==> config.mk <==
export PLATFORM = sky130hd
export DESIGN_NAME = evt_timer
export DESIGN_NICKNAME = d
export VERILOG_FILES = /design/src/rtl/evt_timer_pkg.sv /design/src/rtl/evt_timer_sync.sv /design/src/rtl/evt_timer_psc.sv /design/src/rtl/evt_timer_cap.sv /design/src/rtl/evt_timer.sv
export SDC_FILE = /design/constraint.sdc
export NUM_CORES = 1
export LEC_CHECK = 0
export BUFFER_PORTS_ARGS = -buffer_cell sky130_fd_sc_hd__buf_2
export CORE_UTILIZATION = 45
export CTS_BUF_LIST = sky130_fd_sc_hd__clkbuf_8
export CTS_CLUSTER_SIZE = 14
export DETAILED_ROUTE_END_ITERATION = 12
export PLACE_DENSITY_LB_ADDON = 0.05
export SLEW_MARGIN = 40
export SYNTH_ARGS = -nofsm -noshare
export SYNTH_HDL_FRONTEND = slang
export SYNTH_SLANG_ARGS = --single-unit
==> constraint.sdc <==
create_clock -name clk_i -period 6 [get_ports clk_i]
set_input_delay 0.6 -clock clk_i [delete_from_list [all_inputs] [get_ports clk_i]]
set_output_delay 0.6 -clock clk_i [all_outputs]
set_load 0.05 [all_outputs]
==> src/rtl/evt_timer_pkg.sv <==
package evt_timer_pkg;

  typedef enum logic [1:0] {
    MODE_HALT    = 2'b00,
    MODE_EVENT   = 2'b01,
    MODE_TIMER   = 2'b10,
    MODE_CAPTURE = 2'b11
  } tmode_e;

  localparam int PSC_FIELD_W = 3;

  // control word, MSB first: irq enable, prescale, edge select, run, mode
  typedef struct packed {
    logic                   irq_en;
    logic [PSC_FIELD_W-1:0] psc;
    logic                   edge_sel;
    logic                   run;
    tmode_e                 mode;
  } ctrl_t;

  localparam int CTRL_W    = $bits(ctrl_t);
  localparam int BIT_RUN   = 2;
  localparam int BIT_IRQEN = CTRL_W - 1;

  localparam logic [1:0] ADDR_CTRL    = 2'd0;
  localparam logic [1:0] ADDR_PRELOAD = 2'd1;
  localparam logic [1:0] ADDR_COUNT   = 2'd2;

endpackage

==> src/rtl/evt_timer_sync.sv <==
module evt_timer_sync #(
  parameter int STAGES = 2
) (
  input  logic clk_i,
  input  logic rst_ni,
  input  logic pin_i,
  output logic rise_o,
  output logic fall_o
);
  logic [STAGES-1:0] chain_q;
  logic              last_q;
  logic              synced;

  always_ff @(posedge clk_i or negedge rst_ni) begin
    if (!rst_ni) begin
      chain_q <= '0;
      last_q  <= 1'b0;
    end else begin
      chain_q <= {chain_q[STAGES-2:0], pin_i};
      last_q  <= synced;
    end
  end

  assign synced = chain_q[STAGES-1];
  assign rise_o = synced & ~last_q;
  assign fall_o = ~synced & last_q;
endmodule

==> src/rtl/evt_timer_psc.sv <==
module evt_timer_psc #(
  parameter int SEL_W = 3
) (
  input  logic             clk_i,
  input  logic             rst_ni,
  input  logic             run_i,
  input  logic [SEL_W-1:0] sel_i,
  output logic             tick_o
);
  localparam int DIV_W = (1 << SEL_W) - 1;

  logic [DIV_W-1:0] div_q;
  logic [DIV_W-1:0] limit;

  assign limit  = DIV_W'((32'd1 << sel_i) - 32'd1);
  assign tick_o = run_i && (div_q == limit);

  always_ff @(posedge clk_i or negedge rst_ni) begin
    if (!rst_ni)       div_q <= '0;
    else if (!run_i)   div_q <= '0;
    else if (tick_o)   div_q <= '0;
    else               div_q <= div_q + 1'b1;
  end
endmodule

==> src/rtl/evt_timer_cap.sv <==
module evt_timer_cap (
  input  logic clk_i,
  input  logic rst_ni,
  input  logic armed_i,
  input  logic start_i,
  input  logic stop_i,
  output logic measuring_o,
  output logic done_o
);
  typedef enum logic {CAP_WAIT, CAP_MEASURE} cap_st_e;
  cap_st_e st_q, st_d;

  always_comb begin
    st_d = st_q;
    if (!armed_i) st_d = CAP_WAIT;
    else if (st_q == CAP_WAIT && start_i) st_d = CAP_MEASURE;
    else if (st_q == CAP_MEASURE && stop_i) st_d = CAP_WAIT;
  end

  always_ff @(posedge clk_i or negedge rst_ni) begin
    if (!rst_ni) st_q <= CAP_WAIT;
    else         st_q <= st_d;
  end

  assign measuring_o = armed_i && (st_q == CAP_MEASURE);
  assign done_o      = measuring_o && stop_i;
endmodule

==> src/rtl/evt_timer.sv <==
module evt_timer
  import evt_timer_pkg::*;
#(
  parameter int CNT_W       = 8,
  parameter int SYNC_STAGES = 2
) (
  input  logic             clk_i,
  input  logic             rst_ni,
  input  logic             reg_we_i,
  input  logic [1:0]       reg_addr_i,
  input  logic [CNT_W-1:0] reg_wdata_i,
  output logic [CNT_W-1:0] reg_rdata_o,
  input  logic             tpin_i,
  output logic             irq_o
);
  localparam logic [CNT_W-1:0] CNT_FULL = {CNT_W{1'b1}};

  ctrl_t            ctrl_q;
  logic [CNT_W-1:0] preload_q;
  logic [CNT_W-1:0] cnt_q;
  logic             irq_q;

  logic pin_rise, pin_fall;
  logic sel_edge, start_edge, stop_edge;
  logic psc_run, psc_tick;
  logic cap_armed, cap_meas, cap_done;
  logic step, wrap;
  logic wr_ctrl, wr_pre;

  evt_timer_sync #(.STAGES(SYNC_STAGES)) u_sync (
    .clk_i  (clk_i),
    .rst_ni (rst_ni),
    .pin_i  (tpin_i),
    .rise_o (pin_rise),
    .fall_o (pin_fall)
  );

  assign start_edge = ctrl_q.edge_sel ? pin_fall : pin_rise;
  assign stop_edge  = ctrl_q.edge_sel ? pin_rise : pin_fall;
  assign sel_edge   = start_edge;

  assign cap_armed = ctrl_q.run && (ctrl_q.mode == MODE_CAPTURE);

  evt_timer_cap u_cap (
    .clk_i       (clk_i),
    .rst_ni      (rst_ni),
    .armed_i     (cap_armed),
    .start_i     (start_edge),
    .stop_i      (stop_edge),
    .measuring_o (cap_meas),
    .done_o      (cap_done)
  );

  assign psc_run = ctrl_q.run &&
                   ((ctrl_q.mode == MODE_TIMER) || cap_meas);

  evt_timer_psc #(.SEL_W(PSC_FIELD_W)) u_psc (
    .clk_i  (clk_i),
    .rst_ni (rst_ni),
    .run_i  (psc_run),
    .sel_i  (ctrl_q.psc),
    .tick_o (psc_tick)
  );

  always_comb begin
    unique case (ctrl_q.mode)
      MODE_EVENT:   step = ctrl_q.run && sel_edge;
      MODE_TIMER:   step = psc_tick;
      MODE_CAPTURE: step = psc_tick;
      default:      step = 1'b0;
    endcase
  end

  assign wrap    = step && (cnt_q == CNT_FULL);
  assign wr_ctrl = reg_we_i && (reg_addr_i == ADDR_CTRL);
  assign wr_pre  = reg_we_i && (reg_addr_i == ADDR_PRELOAD);

  always_ff @(posedge clk_i or negedge rst_ni) begin
    if (!rst_ni) begin
      ctrl_q <= '0;
    end else if (wr_ctrl) begin
      ctrl_q <= ctrl_t'(reg_wdata_i[CTRL_W-1:0]);
    end else if (cap_done) begin
      ctrl_q.run <= 1'b0;
    end
  end

  always_ff @(posedge clk_i or negedge rst_ni) begin
    if (!rst_ni)     preload_q <= '0;
    else if (wr_pre) preload_q <= reg_wdata_i;
  end

  always_ff @(posedge clk_i or negedge rst_ni) begin
    if (!rst_ni)                   cnt_q <= '0;
    else if (wr_pre && !ctrl_q.run) cnt_q <= reg_wdata_i;
    else if (wrap)                 cnt_q <= preload_q;
    else if (step)                 cnt_q <= cnt_q + 1'b1;
  end

  always_ff @(posedge clk_i or negedge rst_ni) begin
    if (!rst_ni) irq_q <= 1'b0;
    else         irq_q <= wrap && ctrl_q.irq_en;
  end

  assign irq_o = irq_q;

  always_comb begin
    unique case (reg_addr_i)
      ADDR_CTRL:    reg_rdata_o = CNT_W'(ctrl_q);
      ADDR_PRELOAD: reg_rdata_o = preload_q;
      ADDR_COUNT:   reg_rdata_o = cnt_q;
      default:      reg_rdata_o = '0;
    endcase
  end
endmodule

### Yosys cells after proc, flatten, opt, wreduce, memory -nomap -nowiden

Index checks and enable logic that the tools add are counted.

* add/subtract/negate cells: 3
* equality and inequality tests: 8
* shifts and indexed selects: 1
* muxes and demuxes: 14
* bitwise gates (word level): 5
* reduce and logical (&&, ||, !) cells: 19

Operator list (number)
* 8-bit 2-to-1 mux: 3
* 8-bit case mux with 3 select lines: 1
* 7-bit 2-to-1 mux: 2
* 1-bit logical AND: 13
* 8-bit by 1-bit adder with 8-bit output, second input constant: 1
* 8-bit == test, second input constant: 1
* 7-bit by 1-bit adder with 7-bit output, second input constant: 1
* 7-bit == test: 1
* 1-bit 2-to-1 mux: 7
* 1-bit by 3-bit << shifter with 7-bit output, first input constant: 1
* 7-bit by 1-bit subtractor with 7-bit output, second input constant: 1
* 2-bit == test, second input constant: 3
* 2-bit by 1-bit == test with 1-bit output, second input constant: 2
* 3-bit inequality test, second input constant: 1
* 1-bit inverter: 3
* 3-bit nonzero test: 1
* 1-bit AND: 2
* 2-bit zero test: 1
* 1-bit case mux with 2 select lines: 1
* 2-bit nonzero test: 1
* 2-bit OR reduction: 1
* 1-bit zero test: 1
* 1-bit logical OR: 1

* bits in registers: 36
* input port bits: 14
* output and inout bits: 9
* word-level logic and storage cells: 62

### Longest topological paths before layout

Gate-level depths: netlist of the first run.

* depth after elaboration: 10
* gate-level depth with buffers: 11

### Modules after synthesis

A second synthesis of the first run with hierarchy kept.

* cells, all modules: 215
* area total of the unflattened synthesis: 2138.3 µm²

Modules (own cells, without submodules)
* evt_timer: instances 1, cells an instance 152, area an instance 1476.4 µm²
* evt_timer_psc: instances 1, cells an instance 52, area an instance 500.5 µm²
* evt_timer_sync: instances 1, cells an instance 5, area an instance 90.1 µm²
* evt_timer_cap: instances 1, cells an instance 6, area an instance 71.3 µm²

### Worst setup path before layout of the first run

No wires, ideal clock.

* kind: in2out
* start point: input reg_addr_i[0]
* end point: output reg_rdata_o[0]
* arrival time: 2.252 ns
* data required time: 5.400 ns
* slack: 3.148 ns
* stages: 3
* path buffers: 1
* cells stage by stage: clkbuf_1 mux2i_1 o21ai_0

* cells in the longest elaborated chain, start to end: 2

Ends and longest elaborated chain
* start: declaration: RTL line evt_timer.sv:10 `input logic [1:0] reg_addr_i,`
* 2-bit == test, or another cell as far along: RTL line evt_timer.sv:108 `unique case (reg_addr_i)`
* 8-bit case mux with 3 select lines *: RTL line evt_timer.sv:108
* end: declaration: RTL line evt_timer.sv:12 `output logic [CNT_W-1:0] reg_rdata_o,`

Every way passes the cells marked *; elsewhere a longest branch is shown, timed or not.

### Worst setup path in the final report of the first run

* start point: register ctrl_q[6] (netlist name)
* end point: register cnt_q[5]

* cells in the longest elaborated chain, start to end: 8

Ends and longest elaborated chain
* start: declaration: RTL line evt_timer.sv:18 `ctrl_t ctrl_q;`
* start signal: assignment: RTL line evt_timer.sv:82 `ctrl_q <= ctrl_t'(reg_wdata_i[CTRL_W-1:0]);`
* 1-bit by 3-bit << shifter with 7-bit output *: RTL line evt_timer_psc.sv:15 `assign limit = DIV_W'((32'd1 << sel_i) - 32'd1);`
* 7-bit by 1-bit subtractor with 7-bit output *: RTL line evt_timer_psc.sv:15
* 7-bit == test *: RTL line evt_timer_psc.sv:16 `assign tick_o = run_i && (div_q == limit);`
* 1-bit logical AND *: RTL line evt_timer_psc.sv:16
* 1-bit case mux with 2 select lines *: RTL line evt_timer.sv:66 `unique case (ctrl_q.mode)`
* 1-bit logical AND: RTL line evt_timer.sv:74 `assign wrap = step && (cnt_q == CNT_FULL);`
* 8-bit 2-to-1 mux: RTL line evt_timer.sv:96 `else if (wrap) cnt_q <= preload_q;`
* 8-bit 2-to-1 mux: RTL line evt_timer.sv:95 `else if (wr_pre && !ctrl_q.run) cnt_q <= reg_wdata_i;`
* end signal: assignment: RTL line evt_timer.sv:95
* end signal: assignment: RTL line evt_timer.sv:96
* end signal: assignment: RTL line evt_timer.sv:97 `else if (step) cnt_q <= cnt_q + 1'b1;`
* end: declaration: RTL line evt_timer.sv:20 `logic [CNT_W-1:0] cnt_q;`

Marked as above.
A chain may end at the register's enable or synchronous reset.

==> flow_metrics.tcl, run 1 <==
set metrics [dict create \
    p_switching_uw 282.4 \
    syn_area_per_cell_sq_um 10.27 \
    p_clk_share_pct 23.8 \
    yosys_warnings 0 \
    ant_nets 0 \
    p_comb_share_pct 28.3 \
    grt-busiest-layer "met2" \
    wl_per_cell_microns 17.10 \
    yosysSeqAreaShare_pct 44.06 \
    critical_path_class "reg -> reg" \
    final_util_pct 52.18 \
    worstPathArrival_ps 3290 \
    routed_wl_mm 4.634 \
    synth_cell_types 47 \
    setup_slack_ps 2889 \
    critPathCaptureType "register" \
    drt_iter0_drc 96 \
    vias 1626 \
    cts_buffers 5 \
    dp.cells 263 \
    crit_chain "or3_1 -> ha_1 -> xor2_1 -> nor3_1 -> a2111o_1 -> o31ai_4 -> nor2_1 -> a221o_1" \
    fin_crit_sh_pct 51.85 \
    n_antenna_cell 0 \
    layout.nets 235 \
    dieWidth_microns 69.41 \
    powerDensity_nw_per_um2 331.7 \
    p_int_uw 471.2 \
    vdd_drop_max_v 0.0001237 \
    synth_edf_count 0 \
    timing.rr.start "ctrl_q[6]" \
    p_leak_nw 1.006 \
    grt.met1_usage_pct 26.87 \
    setup_viol 0 \
    dieArea_sq_um 4817 \
    worstSetupStartpointType "register" \
    met2_usage_pct 34.52 \
    cp_max_fo 14 \
    synthesis.area_sq_um 2044 \
    tns_ps 0 \
    antenna_found_initial 0 \
    fin_skew_ps 14.81 \
    io_buffers 22 \
    overflow 0 \
    ioPinCount 23 \
    power_uw 753.7 \
    timing.max_cap.violations 0 \
    placed_cell_area_sq_um 2168 \
    area_growth_pct 11.14 \
    grt_max_degree 37 \
    viasPerCell 6.000 \
    fp-row-count 24 \
    synth_largest_area_cell "dfrtp_1" \
    critical_path.max_stage_delay_ps 530 \
    place_congestion 0.8134 \
    p_sw_share_pct 37.48 \
    hold_viol_final 0 \
    relSlewSlack_pct 43.83 \
    core_area_sq_um 4354 \
    grt_pass1_vias 1590 \
    clock_latency_ps 300 \
    ys_seq_elements 36 \
    cts_hold_buf 0 \
    min_period_ps 3111 \
    grt_util_met3_pct 5.233 \
    post_cts_buffers 0 \
    grt_usage_pct 21.01 \
    mostFrequentLayoutCell "dfrtp_1" \
    cts_resized 0 \
    instances_no_fill 271 \
    tightest_slew_ps 838.8 \
    die_h_microns 69.41 \
    initial_utilization_pct 46.95 \
    grt_pass1_wl_mm 7.955 \
    netlist_instances 199 \
    maxSlewViolCount 0 \
    r2r_end "cnt_q[5]" \
    async_reset_ff_share_pct 100.0 \
    r2r_cells 8 \
    post-dp-hpwl_mm 3.246 \
    drt_pass1_iterations 4 \
    netlist_top_cells_area "dfrtp_1, mux2_2, mux2i_1" \
    final_cell_mix "dfrtp_1, nand2_1, buf_2, mux2_2, nor2_1" \
    rsz0062_at_grt "false" \
    drive_gt1_share_pct 23.74 \
    max_freq_mhz 321.5 \
    cts.path.max_buffers 2 \
    min_path_type "in -> async" \
    r2r_slack_ps 2890 \
    seqPwrFrac_pct 47.8 \
    syn-num-nets 216 \
    drc 0 \
    netlist.area_leader.share_pct 44.06 \
    cts-root-buf "clkbuf_8" \
    htree_num_levels 2 \
    cts.sinks 36 \
    crit_path_top_delay_cell "o31ai_4" \
    cts_tree "yes" \
    status "completed" \
    post-route-cell-area_sq_um 2272 \
    yosys_most_used_dff "dfrtp_1" \
    whs_ps 255.5 \
    dp_slack_ps 2644 \
    clk_pin_slew_worst_paths_ps 70 \
    cp.required_ps 6180 \
]
-- kinds of logic (layout without fill, tap and decap cells) --
group	Yosys count	after routing	share of synthesized area, %
XOR/XNOR	13	13	5.569
flip-flops	36	36	44.06
buffers and inverters	14	34	3.243
multiplexers	26	26	13.65
adder cells (fa/ha/maj)	3	3	1.836
AND/OR/NAND/NOR	68	68	16.95
AO/OA/AOI/OAI	39	39	14.69
-- synth_stat cells (4+ instances only) --
cell type and instances:
o21ai_0 12, nand3_1 10, nor2_1 14, inv_1 4
mux2i_1 11, dfrtp_1 36, clkbuf_1 4, and3_1 4
mux2_2 15, xor2_1 7, nand2_1 21, a221o_1 5
xnor2_1 6
-- registers in the layout, indices dropped and copies added, names as in the netlist --
| name | cells |
|---|---|
| cnt_q | 8 |
| ctrl_q | 8 |
| irq_o | 1 |
| preload_q | 8 |
| u_cap.st_q | 1 |
| u_psc.div_q | 7 |
| u_sync.chain_q | 2 |
| u_sync.last_q | 1 |
-- critical path, delay by kind of cell, from the launching register on --
family | cells | cell delay [ps]
fa+ha+maj | 1 | 270
compound gates | 3 | 1320
xor+xnor | 1 | 190
flops | 1 | 500
simple gates | 3 | 720
-- power by group through the flow --
stage | Sequential (mW) | Clock, mW | Combinational (mW)
after detailed placement | 0.364 | 0 | 0.212
after global routing | 0.369 | 0.196 | 0.237
after global placement | 0.362 | 0 | 0.207
after floorplan | 0.329 | 0 | 0.191
after CTS | 0.359 | 0.185 | 0.212
final | 0.361 | 0.179 | 0.214
-- routing by layer --
metal / part of all wire (%) / vias to the layer above
li1: - / 767
met5: 0 / -
met4: 2.0 / 0
met3: 3.9 / 8
met1: 45 / 812
met2: 49 / 39
-- layout make-up --
class / instances / area (sq um)
clock buffer: 6 / 82.58
clock inverter: 2 / 10.01
fill: 416 / 2082
inverter: 4 / 15.01
multi-input combinational: 149 / 1086
sequential: 36 / 900.9
tap: 52 / 65.06
timing repair buffer: 22 / 112.6
-- worst max-delay path by stage --
stage	endpoint	slack (ps)	cells past startpoint	from
5_1_grt	cnt_q[4]	2690	8	ctrl_q[6]
4_1_cts	cnt_q[5]	2670	8	ctrl_q[6]
3_5_place_dp	cnt_q[4]	2640	8	ctrl_q[6]
3_3_place_gp	cnt_q[3]	2740	8	ctrl_q[6]
2_1_floorplan	reg_rdata_o[0]	3150	3	reg_addr_i[0]
6_report	cnt_q[5]	2890	8	ctrl_q[6]
No activity file was read; power rests on OpenSTA's default activity.
==> inputs of run 2 (changes only) <==
- clock period: 6 -> 3.06 ns (I/O delays scaled with it)
==> flow_metrics.tcl, run 2 (synthesis gave the netlist of run 1 again) <==
set metrics [dict create \
    grt_usage_pct 20.72 \
    status "finished, violations left" \
    htree_num_levels 2 \
    fp-row-count 24 \
    worstPathArrival_ps 2810 \
    vdd_drop_max_v 0.0002562 \
    cts-root-buf "clkbuf_8" \
    antenna_found_initial 0 \
    crit_path_top_delay_cell "or3_4" \
    hold_viol_final 36 \
    critPathCaptureType "register" \
    cts_tree "yes" \
    critical_path.max_stage_delay_ps 430 \
    fin_crit_sh_pct 84.56 \
    tns_ps 0 \
    worstSetupStartpointType "register" \
    final_util_pct 53.10 \
    area_growth_pct 13.10 \
    setup_viol 0 \
    path_depth 8 \
    dieArea_sq_um 4817 \
    reg_top3 "cnt_q (8), ctrl_q (8), preload_q (8)" \
    maxSlewViolCount 0 \
    n_antenna_cell 0 \
    rsz0062_at_grt "false" \
    post_cts_buffers 0 \
    drc 0 \
    mostFrequentLayoutCell "dfrtp_1" \
    cp.required_ps 3290 \
    relSlewSlack_pct 54.71 \
    drt_pass1_iterations 4 \
    post-dp-hpwl_mm 3.277 \
    whs_ps -36.65 \
    clk_pin_slew_worst_paths_ps 70 \
    cts.sinks 36 \
    critPathTopFamily "simple AND/OR/NAND/NOR gates" \
    violations "negative hold slack" \
    grt_pass1_wl_mm 7.921 \
    min_period_ps 2587 \
    ant_nets 0 \
    timing.rr.start "ctrl_q[6]" \
    layout.nets 241 \
    max_freq_mhz 386.5 \
    drt_iter0_drc 78 \
    p_leak_nw 1.040 \
    powerDensity_nw_per_um2 638.7 \
    drive_gt1_share_pct 24.89 \
    initial_utilization_pct 46.95 \
    cp_max_fo 5 \
    timing.max_cap.violations 0 \
    wl_per_cell_microns 16.52 \
    cts_resized 0 \
    vias 1639 \
    r2r_cells 8 \
    critical_path_class "reg -> reg" \
    power_mw 1.477 \
    cts_hold_buf 0 \
    clock_latency_ps 290 \
    ioPinCount 23 \
    dieWidth_microns 69.41 \
    min_path_type "in -> async" \
    post-route-cell-area_sq_um 2312 \
    place_congestion 0.8189 \
    cp_num_buf_inv 0 \
    io_buffers 22 \
    grt_max_degree 37 \
    placed_cell_area_sq_um 2213 \
    startpoint "ctrl_q[6]" \
    die_h_microns 69.41 \
    routed_wl_mm 4.576 \
    core_area_sq_um 4354 \
    tightest_slew_ps 678.0 \
    fin_skew_ps 6.382 \
    cts_buffers 5 \
    cts.path.max_buffers 2 \
    grt_pass1_vias 1687 \
    viasPerCell 5.917 \
    final_cell_mix "dfrtp_1, nand2_1, buf_2, mux2_2, nor2_1" \
    crit_chain "or3_1 -> ha_1 -> xor2_1 -> nor3_1 -> a2111o_1 -> or3_4 -> a221oi_2 -> a221o_1" \
    overflow 0 \
]
run 2: cell types whose count changed in the layout (fill, tap and decap cells not counted), sizes merged:
cell	previous run	this run
buf	22	28
inv	4	6
clkinv	2	0
run 2: stage by stage:
step                worst slack, ps  cells
floorplan                     420.4    199
global placement              528.7    269
detailed placement            481.3    269
CTS                           462.1    277
global route                  329.5    277
finish                        472.6    277
run 2: cell type report:
cell class                      instances  area, sq um
Clock inverter                          2        7.507
Sequential cell                        36        900.9
Fill cell                             390         2042
Multi-Input combinational cell        149         1084
Timing Repair Buffer                   28        157.7
Clock buffer                            6        82.58
Tap cell                               52        65.06
Inverter                                4        15.01
run 2: power breakdown:
part,internal (mW),leakage [nW],switching (mW)
Clock,0.177,0.0538,0.165
Combinational,0.193,0.536,0.256
Sequential,0.563,0.450,0.122
run 2: worst paths after layout:
| check | end | slack [ps] |
|---|---|---|
| max reg2reg | cnt_q[0] | 470 |
| min in group clk_i | u_sync.chain_q[0] | 120 |
| max | cnt_q[0] | 470 |
| max in group asynchronous | u_cap.st_q | 2760 |
| min reg2reg | u_sync.chain_q[1] | 350 |
| min | preload_q[7] | -40 |
run 2: per-layer routing:
metal	up-vias	share of wire, %	wire (microns)	global-route usage (%)
met5	-	0	0	0
met4	0	3.0	136	9.524
met3	14	4.4	203	3.924
met2	37	48	2200	34.20
met1	810	44	2036	26.28
li1	778	-	-	-
==> inputs of run 3 (changes only) <==
- clock period: 3.06 -> 2.13 ns (I/O delays scaled with it)
==> flow_metrics.tcl, run 3 (synthesis gave the netlist of run 1 again) <==
set metrics [dict create \
    status "finished, violations left" \
    violations "negative setup slack" \
    grt_usage_pct 22.11 \
    setup_slack_ps -495.8 \
    min_period_ps 2626 \
    cts_tree "yes" \
    io_buffers 22 \
    fill_cells 387 \
    p_leak_nw 1.096 \
    grt_max_degree 37 \
    clock_latency_ps 300 \
    fin_crit_sh_pct 123.3 \
    post-dp-hpwl_mm 3.366 \
    met1_length_mm 2.214 \
    routed_wl_mm 4.961 \
    die_h_microns 69.41 \
    cts_buffers 5 \
    critPathCaptureType "register" \
    overflow 0 \
    grt_pass1_vias 1631 \
    antenna_found_initial 0 \
    worstSetupStartpointType "register" \
    dieArea_sq_um 4817 \
    cts-root-buf "clkbuf_8" \
    drc 0 \
    power_mw 2.360 \
    fp-row-count 24 \
    vdd_drop_max_v 0.0004252 \
    cp_max_fo 3 \
    n_antenna_cell 0 \
    max_freq_mhz 380.8 \
    core_area_sq_um 4354 \
    maxSlewViolCount 0 \
    drt_pass1_iterations 6 \
    powerDensity_nw_per_um2 940.9 \
    layout.nets 250 \
    worstPathArrival_ps 2870 \
    area_growth_pct 22.71 \
    met3_wirelength_microns 188 \
    viasPerCell 5.832 \
    ioPinCount 23 \
    initial_utilization_pct 46.95 \
    timing.max_cap.violations 0 \
    instances_no_fill 286 \
    clk_pin_slew_worst_paths_ps 80 \
    reg_top3 "cnt_q (8), ctrl_q (8), preload_q (8)" \
    wl_per_cell_microns 17.35 \
    dp.cells 276 \
    critical_path_class "reg -> reg" \
    relSlewSlack_pct 69.40 \
    cp.required_ps 2370 \
    rsz0062_at_grt "true" \
    cts.sinks 36 \
    htree_num_levels 2 \
    r2r_slack_ps -500 \
    ant_nets 0 \
    tns_ps -6227 \
    place_congestion 0.8369 \
    fin_skew_ps 10.25 \
    highest_layer "met4" \
    grt_pass1_wl_mm 8.286 \
    cts.path.max_buffers 2 \
    vias 1668 \
    met2_length_mm 2.484 \
    hold_viol_final 0 \
    min_path_type "in -> reg" \
    setup_viol 16 \
    tightest_slew_ps 459.1 \
    drive_gt1_share_pct 34.19 \
    dieWidth_microns 69.41 \
    mostFrequentLayoutCell "dfrtp_1" \
    drt_iter0_drc 113 \
    final_cell_mix "dfrtp_1, nand2_1, buf_2, mux2_2" \
]
## run 3: path summary, 6_finish.rpt
kind                              startpoint                 to  cells after the start
setup / recovery                   ctrl_q[5]           cnt_q[0]                      8
hold / removal                        tpin_i  u_sync.chain_q[0]                      1
setup reg to reg                   ctrl_q[5]           cnt_q[0]                      8
hold reg to reg            u_sync.chain_q[0]  u_sync.chain_q[1]                      0
max in group asynchronous             rst_ni          ctrl_q[3]                      2
min in group asynchronous             rst_ni       preload_q[5]                      2
## run 3: routing by layer
layer | vias to the layer above | GRT usage [%]
li1 | 792 | -
met1 | 842 | 29.07
met2 | 26 | 36.25
met3 | 8 | 4.651
met4 | 0 | 7.483
met5 | - | 0
## run 3: what timing repair did
item / CTS / global route
endpoints found under the setup margin: 16 / 16
hold buffers: 0 / 1
endpoints found under the hold margin: 0 / 36
setup buffers: 1 / 0
pin swaps: 8 / 8
gates resized for setup: 3 / 12
## run 3: cell type report
cell class                      instances  area (sq um)  share of cell area (%)
Inverter                                4         15.01                  0.5985
Tap cell                               52         65.06                   2.594
Clock buffer                            5         68.82                   2.743
Clock inverter                          3         42.54                   1.696
Multi-Input combinational cell        149          1169                   46.58
Sequential cell                        36         900.9                   35.91
Timing Repair Buffer                   37         247.7                   9.875
## run 3: through the flow
step | worst slack [ps] | area (sq um) | utilization [%] | hold slack, ps
finish | -495.8 | 2509 | 57.61 | 21.90
CTS | -438.3 | 2440 | 56.03 | 14.30
global placement | -345.4 | 2286 | 52.50 | 323.5
floorplan | -442.3 | 2073 | - | -82.59
detailed placement | -445.5 | 2286 | 52.50 | 323.9
global route | -571.2 | 2509 | 57.61 | 9.113
## run 3: power breakdown
| group | switching (mW) | internal [mW] |
|---|---|---|
| Sequential | 0.155 | 0.809 |
| Combinational | 0.442 | 0.343 |
| Clock | 0.265 | 0.346 |
| Total | 0.862 | 1.50 |
## run 3: critical path, cell delays in order (launching register included)
cell and delay, ps:
dfrtp_1 380, or3_4 400, ha_4 280, xor2_2 160, o2111ai_2 120, a2111o_1 410
or3_4 420, a221oi_2 250, a221o_1 140
